File: src/rtl/spi_rx_pkg.sv
// Shared constants and types for the SPI receive status section.
// Assumes a 16-bit register bus; status bit positions are fixed because
// host software decodes them.
package spi_rx_pkg;
    localparam int BUS_W    = 16;
    localparam int OVR_BIT  = 7;
    localparam int RXF_BIT  = 6;
    localparam int FULL_BIT = 5;

    // Snapshot of the three visible status conditions.
    typedef struct packed {
        logic ovr;
        logic rxf;
        logic full;
    } rx_stat_t;
endpackage

File: src/rtl/spi_rx_buffer.sv
// One-entry receive buffer with a full indication.
// Assumes load is already qualified by soft reset. A buffer read in the same
// cycle as a load is taken as happening first, so it frees the slot for the
// new character and no overwrite is reported.
module spi_rx_buffer #(
    parameter int DATA_W = 8
) (
    input  logic              clk,
    input  logic              rst_n,
    input  logic              soft_rst_n,
    input  logic              load,
    input  logic [DATA_W-1:0] din,
    input  logic              rd_ack,
    output logic [DATA_W-1:0] data_q,
    output logic              full_q,
    output logic              overwrite
);
    // Overwrite: a new character lands on an unread one.
    always_comb overwrite = load && full_q && !rd_ack;

    // Data capture on each accepted character.
    always_ff @(posedge clk) begin
        if (!rst_n)    data_q <= '0;
        else if (load) data_q <= din;
    end

    // Full bit: set on load, cleared on read or either reset.
    always_ff @(posedge clk) begin
        if (!rst_n || !soft_rst_n) full_q <= 1'b0;
        else if (load)             full_q <= 1'b1;
        else if (rd_ack)           full_q <= 1'b0;
    end

    assert_full_after_load_R2: assert property (@(posedge clk) disable iff (!rst_n)
        load |=> full_q);
    assert_read_frees_slot_R4: assert property (@(posedge clk) disable iff (!rst_n)
        (rd_ack && !load) |=> !full_q);
endmodule

File: src/rtl/spi_rx_flags.sv
// Receive flag, overrun flag and the latched overrun interrupt request.
// Assumes strobes are single-cycle bus accesses. A new overrun beats a
// same-cycle write-one clear. The request latches only on a 0->1 flag edge.
module spi_rx_flags (
    input  logic clk,
    input  logic rst_n,
    input  logic soft_rst_n,
    input  logic load,
    input  logic overwrite,
    input  logic sts_rd,
    input  logic buf_rd,
    input  logic ovr_w1c,
    input  logic ovr_int_en,
    output logic rxf_q,
    output logic ovr_q,
    output logic ovr_req_q
);
    logic ovr_rise;

    // Rising edge of the overrun flag with the enable high.
    always_comb ovr_rise = overwrite && !ovr_q && ovr_int_en;

    // Receive flag: set by a load, cleared by a status or buffer read.
    always_ff @(posedge clk) begin
        if (!rst_n || !soft_rst_n)  rxf_q <= 1'b0;
        else if (load)              rxf_q <= 1'b1;
        else if (sts_rd || buf_rd)  rxf_q <= 1'b0;
    end

    // Overrun flag: the event wins over the write-one clear.
    always_ff @(posedge clk) begin
        if (!rst_n || !soft_rst_n) ovr_q <= 1'b0;
        else if (overwrite)        ovr_q <= 1'b1;
        else if (ovr_w1c)          ovr_q <= 1'b0;
    end

    // Overrun request latch: armed on a first overrun, dropped by the clear.
    always_ff @(posedge clk) begin
        if (!rst_n || !soft_rst_n) ovr_req_q <= 1'b0;
        else if (ovr_rise)         ovr_req_q <= 1'b1;
        else if (ovr_w1c)          ovr_req_q <= 1'b0;
    end

    assert_status_read_clears_R3: assert property (@(posedge clk) disable iff (!rst_n)
        (sts_rd && !load) |=> !rxf_q);
    assert_overrun_sets_R5: assert property (@(posedge clk) disable iff (!rst_n)
        overwrite |=> ovr_q);
    assert_w1c_clears_R6: assert property (@(posedge clk) disable iff (!rst_n)
        (ovr_w1c && !overwrite) |=> !ovr_q);
    assert_event_beats_clear_R7: assert property (@(posedge clk) disable iff (!rst_n)
        (ovr_w1c && overwrite) |=> ovr_q);
    assert_request_on_edge_R8: assert property (@(posedge clk) disable iff (!rst_n)
        $rose(ovr_req_q) |-> ($past(!ovr_q) && ovr_q));
endmodule

File: src/rtl/spi_rx_irq.sv
// Registered combined interrupt request.
// Assumes the causes come straight from flops, so the output lags them by
// one clock. It is held low while soft reset is low.
module spi_rx_irq (
    input  logic clk,
    input  logic rst_n,
    input  logic soft_rst_n,
    input  logic rxf,
    input  logic rx_int_en,
    input  logic ovr_req,
    output logic irq_q
);
    // Combine the enabled receive cause with the latched overrun request.
    always_ff @(posedge clk) begin
        if (!rst_n) irq_q <= 1'b0;
        else        irq_q <= soft_rst_n && ((rxf && rx_int_en) || ovr_req);
    end

    assert_soft_reset_quiets_R10: assert property (@(posedge clk) disable iff (!rst_n)
        !soft_rst_n |=> !irq_q);
    assert_pending_overrun_drives_R9: assert property (@(posedge clk) disable iff (!rst_n)
        (ovr_req && soft_rst_n) |=> irq_q);
endmodule

File: src/rtl/spi_rx_regport.sv
// Address decode and read mux for the status word and the receive buffer.
// Assumes single-cycle accesses. Reads return data in the same cycle and
// their side effects take place at the clock edge.
module spi_rx_regport
    import spi_rx_pkg::*;
#(
    parameter int DATA_W  = 8,
    parameter int ADDR_W  = 3,
    parameter int STS_OFS = 2,
    parameter int BUF_OFS = 7
) (
    input  logic              bus_sel,
    input  logic              bus_rd,
    input  logic              bus_wr,
    input  logic [ADDR_W-1:0] bus_addr,
    input  logic [BUS_W-1:0]  bus_wdata,
    input  rx_stat_t          stat,
    input  logic [DATA_W-1:0] buf_data,
    output logic [BUS_W-1:0]  bus_rdata,
    output logic              sts_rd,
    output logic              buf_rd,
    output logic              ovr_w1c
);
    localparam logic [ADDR_W-1:0] STS_ADDR = ADDR_W'(STS_OFS);
    localparam logic [ADDR_W-1:0] BUF_ADDR = ADDR_W'(BUF_OFS);

    logic sts_hit, buf_hit;
    logic unused_wdata;

    // Only bit 7 of a status write has an effect.
    always_comb unused_wdata = ^{bus_wdata[BUS_W-1:OVR_BIT+1], bus_wdata[OVR_BIT-1:0]};

    // Decode of the two word offsets and the access strobes.
    always_comb begin
        sts_hit = bus_sel && (bus_addr == STS_ADDR);
        buf_hit = bus_sel && (bus_addr == BUF_ADDR);
        sts_rd  = sts_hit && bus_rd;
        buf_rd  = buf_hit && bus_rd;
        ovr_w1c = sts_hit && bus_wr && bus_wdata[OVR_BIT];
    end

    // Read mux; reserved positions stay zero.
    always_comb begin
        bus_rdata = '0;
        if (sts_rd) begin
            bus_rdata[OVR_BIT]  = stat.ovr;
            bus_rdata[RXF_BIT]  = stat.rxf;
            bus_rdata[FULL_BIT] = stat.full;
        end else if (buf_rd) begin
            bus_rdata = BUS_W'(buf_data);
        end
    end
endmodule

File: src/rtl/spi_rx_status.sv
// Top of the SPI receive status section. It ties the buffer, the flags,
// the interrupt register and the register port together. It assumes char_done
// is a one-cycle strobe in the clk domain.
module spi_rx_status
    import spi_rx_pkg::*;
#(
    parameter int DATA_W  = 8,
    parameter int ADDR_W  = 3,
    parameter int STS_OFS = 2,
    parameter int BUF_OFS = 7
) (
    input  logic              clk,
    input  logic              rst_n,
    input  logic              soft_rst_n,
    input  logic              char_done,
    input  logic [DATA_W-1:0] rx_char,
    input  logic              rx_int_en,
    input  logic              ovr_int_en,
    input  logic              bus_sel,
    input  logic              bus_rd,
    input  logic              bus_wr,
    input  logic [ADDR_W-1:0] bus_addr,
    input  logic [15:0]       bus_wdata,
    output logic [15:0]       bus_rdata,
    output logic              irq
);
    logic              load, overwrite, full_q, rxf_q, ovr_q, ovr_req_q;
    logic              sts_rd, buf_rd, ovr_w1c;
    logic [DATA_W-1:0] buf_data;
    rx_stat_t          stat;

    // Characters are accepted only outside soft reset.
    always_comb load = char_done && soft_rst_n;

    // Collect the visible status bits.
    always_comb stat = '{ovr: ovr_q, rxf: rxf_q, full: full_q};

    spi_rx_buffer #(.DATA_W(DATA_W)) u_buffer (
        .clk(clk), .rst_n(rst_n), .soft_rst_n(soft_rst_n), .load(load),
        .din(rx_char), .rd_ack(buf_rd), .data_q(buf_data), .full_q(full_q),
        .overwrite(overwrite)
    );

    spi_rx_flags u_flags (
        .clk(clk), .rst_n(rst_n), .soft_rst_n(soft_rst_n), .load(load),
        .overwrite(overwrite), .sts_rd(sts_rd), .buf_rd(buf_rd),
        .ovr_w1c(ovr_w1c), .ovr_int_en(ovr_int_en), .rxf_q(rxf_q),
        .ovr_q(ovr_q), .ovr_req_q(ovr_req_q)
    );

    spi_rx_irq u_irq (
        .clk(clk), .rst_n(rst_n), .soft_rst_n(soft_rst_n), .rxf(rxf_q),
        .rx_int_en(rx_int_en), .ovr_req(ovr_req_q), .irq_q(irq)
    );

    spi_rx_regport #(
        .DATA_W(DATA_W), .ADDR_W(ADDR_W), .STS_OFS(STS_OFS), .BUF_OFS(BUF_OFS)
    ) u_regport (
        .bus_sel(bus_sel), .bus_rd(bus_rd), .bus_wr(bus_wr), .bus_addr(bus_addr),
        .bus_wdata(bus_wdata), .stat(stat), .buf_data(buf_data),
        .bus_rdata(bus_rdata), .sts_rd(sts_rd), .buf_rd(buf_rd), .ovr_w1c(ovr_w1c)
    );

    assert_soft_reset_clears_R10: assert property (@(posedge clk) disable iff (!rst_n)
        !soft_rst_n |=> (!full_q && !rxf_q && !ovr_q));
endmodule

File: config.mk
export PLATFORM = sky130hd
export DESIGN_NAME = spi_rx_status
export DESIGN_NICKNAME = d
export VERILOG_FILES = /design/src/rtl/spi_rx_pkg.sv /design/src/rtl/spi_rx_buffer.sv /design/src/rtl/spi_rx_flags.sv /design/src/rtl/spi_rx_irq.sv /design/src/rtl/spi_rx_regport.sv /design/src/rtl/spi_rx_status.sv
export SDC_FILE = /design/constraint.sdc
export NUM_CORES = 1
export LEC_CHECK = 0
export ABC_AREA = 1
export BUFFER_PORTS_ARGS = -buffer_cell sky130_fd_sc_hd__buf_2
export CAP_MARGIN = 40
export CELL_PAD_IN_SITES_DETAIL_PLACEMENT = 1
export CELL_PAD_IN_SITES_GLOBAL_PLACEMENT = 1
export CORE_AREA = 2 2 57 59
export DETAILED_ROUTE_END_ITERATION = 10
export DIE_AREA = 0 0 59 61
export GPL_TIMING_DRIVEN = 0
export PLACE_DENSITY_LB_ADDON = 0.2
export SETUP_SLACK_MARGIN = 0.1
export SYNTH_ARGS = -nofsm -noshare
export SYNTH_HDL_FRONTEND = slang
export SYNTH_HIERARCHICAL = 1
export SYNTH_SLANG_ARGS = --single-unit
File: constraint.sdc
create_clock -name clk -period 1 [get_ports clk]
set_input_delay 0 -clock clk [delete_from_list [all_inputs] [get_ports clk]]
set_output_delay 0 -clock clk [all_outputs]
set_load 0.02 [all_outputs]
# After elaboration in Yosys (flattened, before gate mapping)
# Index checks and enable logic that the tools add are counted.
totals:
  ff_bits: 13
  latchBits: 0
  ram_bits: 0
  romBits: 0
  inputBits: 36
  out_inout_bits: 17
  elab_cells: 42
  mem_count: 0
classes:
  add_sub_neg: 0
  mul: 0
  div_mod_pow: 0
  n_lt_le_gt_ge: 0
  n_eq_ne: 2
  shifts: 0
  mux: 10
  bitwise_logic: 0
  n_reduce_logical: 24
op_table:
  columns: ["operator", "count"]
  rows:
  - ["logical AND 1 bit", 13]
  - ["two-way mux 8 bit", 1]
  - ["nonzero test 2 bit", 4]
  - ["two-way mux 1 bit", 7]
  - ["two-way mux 5 bit", 1]
  - ["zero test 1 bit", 4]
  - ["equality test 3 x 2 -> 1 bit, second input constant", 1]
  - ["equality test 3 bit, second input constant", 1]
  - ["logical OR 1 bit", 3]
  - ["two-way mux 3 bit", 1]

# Logic depth before layout (Yosys ltp)
logic_depth:
  ltp_word: 8
  ltp_mapped: 7
  ltp_nobuf: 7

# Cells and area by module
# Netlist, hierarchy kept.
modules_own_cells:
  columns: ["mod", "n_inst", "cells_per_inst", "area_each_um2"]
  rows:
  - ["spi_rx_buffer", 1, 39, 307.8]
  - ["spi_rx_regport", 1, 34, 197.7]
  - ["spi_rx_flags", 1, 16, 127.6]
  - ["spi_rx_irq", 1, 5, 40.0]
  - ["spi_rx_status", 1, 2, 7.5]

# Least setup slack after synthesis
# No wires, ideal clock.
synth_path:
  path_kind: "register -> output"
  from: "register u_buffer.data_q[0]"
  to: "output port bus_rdata[0]"
  t_arrival_ns: 0.826
  required_time_ns: 1.000
  path_slack_ns: 0.174
  path_stages_with_launch: 2
  n_path_buf: 0
  path_cell_list: "dfxtp_1 nor3b_1"
synth_between:
  elab_chain_len: 2
synth_rtl:
  columns: ["item", "line", "text"]
  rows:
  - ["from (decl)", "spi_rx_buffer.sv:14", "output logic [DATA_W-1:0] data_q,"]
  - ["from (signal assigned)", "spi_rx_buffer.sv:24", "else if (load) data_q <= din;"]
  - ["two-way mux 8 bit", "spi_rx_regport.sv:49", "end else if (buf_rd) begin"]
  - ["two-way mux 5 bit", "spi_rx_regport.sv:45", "if (sts_rd) begin"]
  - ["to (decl)", "spi_rx_status.sv:24", "output logic [15:0] bus_rdata,"]
# No other way between the ends.

# Final worst setup path
layout_path:
  from: "register u_buffer.data_q[3]"
  to: "output port bus_rdata[3]"
# Same word-level chain as after synthesis.

==> metrics.md <==
| Metric | Value |
|---|---|
| Status | `finished clean` |
| Number of CTS-inserted buffers | `3` |
| Final nets | `188` |
| NetSw | `0.000293 W` |
| Post-route ant nets | `0` |
| Final Hold Fails | `0` |
| # H-tree levels | `1` |
| Simple-Gate Fraction of Synth Area | `34.6%` |
| Mapped Area | `681 sq um` |
| Total Wirelength | `2.04 mm` |
| Post-synthesis compound-gate area fraction | `11.8%` |
| Largest family of logic cells by synthesized area | `simple AND/OR/NAND/NOR gates` |
| CTS Buffer Depth | `2` |
| Clk slew on worst S/H paths | `0.08 ns` |
| Multi-input logic area | `389 sq um` |
| Dpl cells | `165` |
| Crit-path max FO | `2` |
| Initial antenna violation count | `0` |
| Starting Density | `23.1%` |
| Clock share of power | `28.0%` |
| Hold Crit Class | `in -> reg` |
| Slowest cell on crit path | `dfxtp_2` |
| Peak Freq | `1.10 GHz` |
| Clock Latency Late Sink | `0.26 ns` |
| Reg area | `272 sq um` |
| Worst hold path endpoint | `u_buffer/data_q[2]` |
| Pleak | `0.546 nW` |
| DR vias | `768` |
| Post-route clock period utilization | `91.0%` |
| Crit path largest cell delay | `0.33 ns` |
| Reg2reg path depth | `4` |
| Post-Syn Area per Cell | `7.09 sq um` |
| # fillers | `384` |
| Largest net degree at the start of global routing | `12` |
| Switching part of the total power | `26.4%` |
| CTS tree | `yes` |
| CORE AREA | `0.00295 sq mm` |
| Post-Synth Adder-Cell Area | `0%` |
| Max Transition Viols Final | `0` |
| Hold path start | `rst_n` |
| Mux contribution to synthesized area | `0%` |
| Detailed-routing iteration count for the pre-antenna-repair pass | `4` |
| Synth area leaders | `dfxtp_1, nor2_1, nand2_1, buf_4, o21ai_0` |
| Power Internal | `0.000816 W` |
| Cells after Synth | `96` |
| Row count | `20` |
| CP Capture Type | `output port` |
| Root buf cell | `clkbuf_4` |
| Yosys reg bits | `13` |
| Post-synthesis sequential area ratio | `38.2%` |
| Comb pwr share | `21.9%` |
| Worst Skew | `0.00112 ns` |
| Share of flip-flops with an asynchronous set or reset | `0%` |
| Port-buffer cells | `29` |
| Final Setup Violations | `0` |
| Post-synth top cells | `nor2_1, nand2_1, dfxtp_1, inv_1` |
| Unique masters post-synth | `15` |
| Max-capacitance violation count | `0` |
| Ports | `53` |
| Die W | `59 microns` |
| Critical Path Source Type | `flop` |
| Die Y | `61 microns` |
| Crit Path Class | `reg -> out` |
| Pre-CTS setup slack | `-0.0674 ns` |
| Synthesis-to-finish area growth | `68.9%` |
| RSZ-0062 raised after global routing | `true` |
| Initial drt markers | `4` |
| PwrDens | `964 mW/mm^2` |
| Primary FF master, synth | `dfxtp_1` |
| Antenna cell count | `0` |
| First-pass GRT wire length | `3.11 mm` |
| Layout cells sized above 1 | `45.0%` |
| Via density per instance | `4.17` |
| Hold Path Depth | `3` |
| Period minus WS final | `0.910 ns` |
| Crit path cell chain | `nor3b_4 -> buf_6` |
| Full die area | `0.00360 sq mm` |
| DP Wirelength | `1.44 mm` |
| Reg2Reg Setup Slack | `0.20 ns` |
| Synth top area share | `38.2%` |
| R2r endpoint | `u_flags/ovr_req_q` |
| Vias in the first global route | `719` |
| Max IR drop VDD | `0.390 mV` |
| Total gr overflow | `0` |
| Ys Warns | `6` |
| Fin util | `38.9%` |
| Seq pwr share | `50.2%` |
| CP top delay family | `flip-flops` |
| Post-synth EDFFs | `0` |
| Final hold slack | `0.0567 ns` |
| Setup ws final | `0.0897 ns` |
| R2R Path Start | `u_buffer/full_q` |
| Worst Path Required | `1.00 ns` |
| Final std cells w/o fill | `184` |
| GPL Wtd Cong | `0.752` |
| Detailed-route DRC error count | `0` |
| Buffers & Inverters on Critical Path | `1` |
| Clock Sinks | `13` |
| Post-Synth XOR/XNOR Area | `0%` |
| All-Layer GR Usage | `11.6%` |
| Data arrival, critical path | `0.91 ns` |
| Cell taking the most area after synthesis | `dfxtp_1` |
| Most frequent cell after synthesis | `nor2_1` |
| Routed length per instance | `11.1 microns` |
| Cell count along the critical path | `2` |
## power groups by stage
stage / Sequential [W] / Clock [W] / Combinational [W]
2_1_floorplan: 0.000562 / 0 / 0.000116
3_3_place_gp: 0.000565 / 0 / 0.000180
3_5_place_dp: 0.000566 / 0 / 0.000183
4_1_cts: 0.000556 / 0.000327 / 0.000225
5_1_grt: 0.000559 / 0.000357 / 0.000268
6_report: 0.000556 / 0.000310 / 0.000243
## worst reg2reg max path, cell delays in order (launching register included)
cell     delay, ns
dfxtp_2       0.33
nand2_1       0.09
nor2_2        0.14
nand3_2       0.09
a21oi_2       0.10
## flip-flops by register name, indices dropped and copies added, names as in the netlist
register	cells
u_buffer/data_q	8
u_buffer/full_q	1
u_flags/ovr_q	1
u_flags/ovr_req_q	1
u_flags/rxf_q	1
u_irq/irq_q	1
## placed cells by master (no fill, tap or decap)
cell,count
nand3_4,1
nand3_2,1
a21oi_1,1
clkbuf_1,1
nand2_1,16
dfxtp_2,9
buf_4,16
inv_2,1
dlygate4sd3_1,11
conb_1,8
nor3b_2,4
a21oi_2,4
nand4_1,3
nor2_1,20
nor2_4,1
buf_6,4
nand3_1,1
nor3b_4,1
clkbuf_4,3
dfxtp_1,4
inv_1,10
o21ai_0,8
nand2_2,1
buf_2,21
nor2_2,1
## metal layers
layer  part of all wire [%]  wire (microns)  GRT usage [%]
met1                     42             855           13.4
met2                     52            1060           21.3
met3                    4.8              98           1.92
met4                    1.2              25           4.87
met5                      0               0              0
## layout make-up
cell class	instances	area share, %
Buffer	8	5.22
Multi-Input combinational cell	71	33.8
Clock buffer	4	2.29
Sequential cell	13	23.6
Timing Repair Buffer	44	27.9
Tap cell	33	3.59
Inverter	11	3.59
## per-stage QoR
stage	area (sq um)	total power (W)	TNS (ns)
final	1150	0.00111	0
after global routing	1150	0.00118	0
after CTS	1110	0.00111	0
after detailed placement	893	0.000749	-0.0674
after global placement	893	0.000745	-0.0508
after floorplan	707	0.000678	0
## how the worst max path moves through the flow
stage / from / end / slack [ns]
floorplan: u_buffer/data_q[0] / bus_rdata[0] / 0.17
global placement: soft_rst_n / u_flags/ovr_req_q / -0.05
detailed placement: soft_rst_n / u_flags/ovr_req_q / -0.07
CTS: u_buffer/full_q / bus_rdata[5] / 0.07
global route: u_buffer/full_q / bus_rdata[5] / 0.02
finish: u_buffer/data_q[3] / bus_rdata[3] / 0.09
## cell families (layout without fill, tap and decap cells)
group | after synthesis | after routing
buffers and inverters | 19 | 67
DFF | 13 | 13
other | 1 | 8
AOI/OAI and AO/OA | 13 | 13
and+or+nand+nor | 50 | 50
## repair_timing
action / CTS / global route
hold buffers: 11 / 0
endpoints found under the setup margin: 8 / 9
pin swaps: 4 / 2
buffers inserted: 2 / 2
hold endpoints to repair: 11 / 0
resized for setup: 24 / 6
gates cloned: 0 / 0
Note: power is estimated with default switching activity, not from simulation.
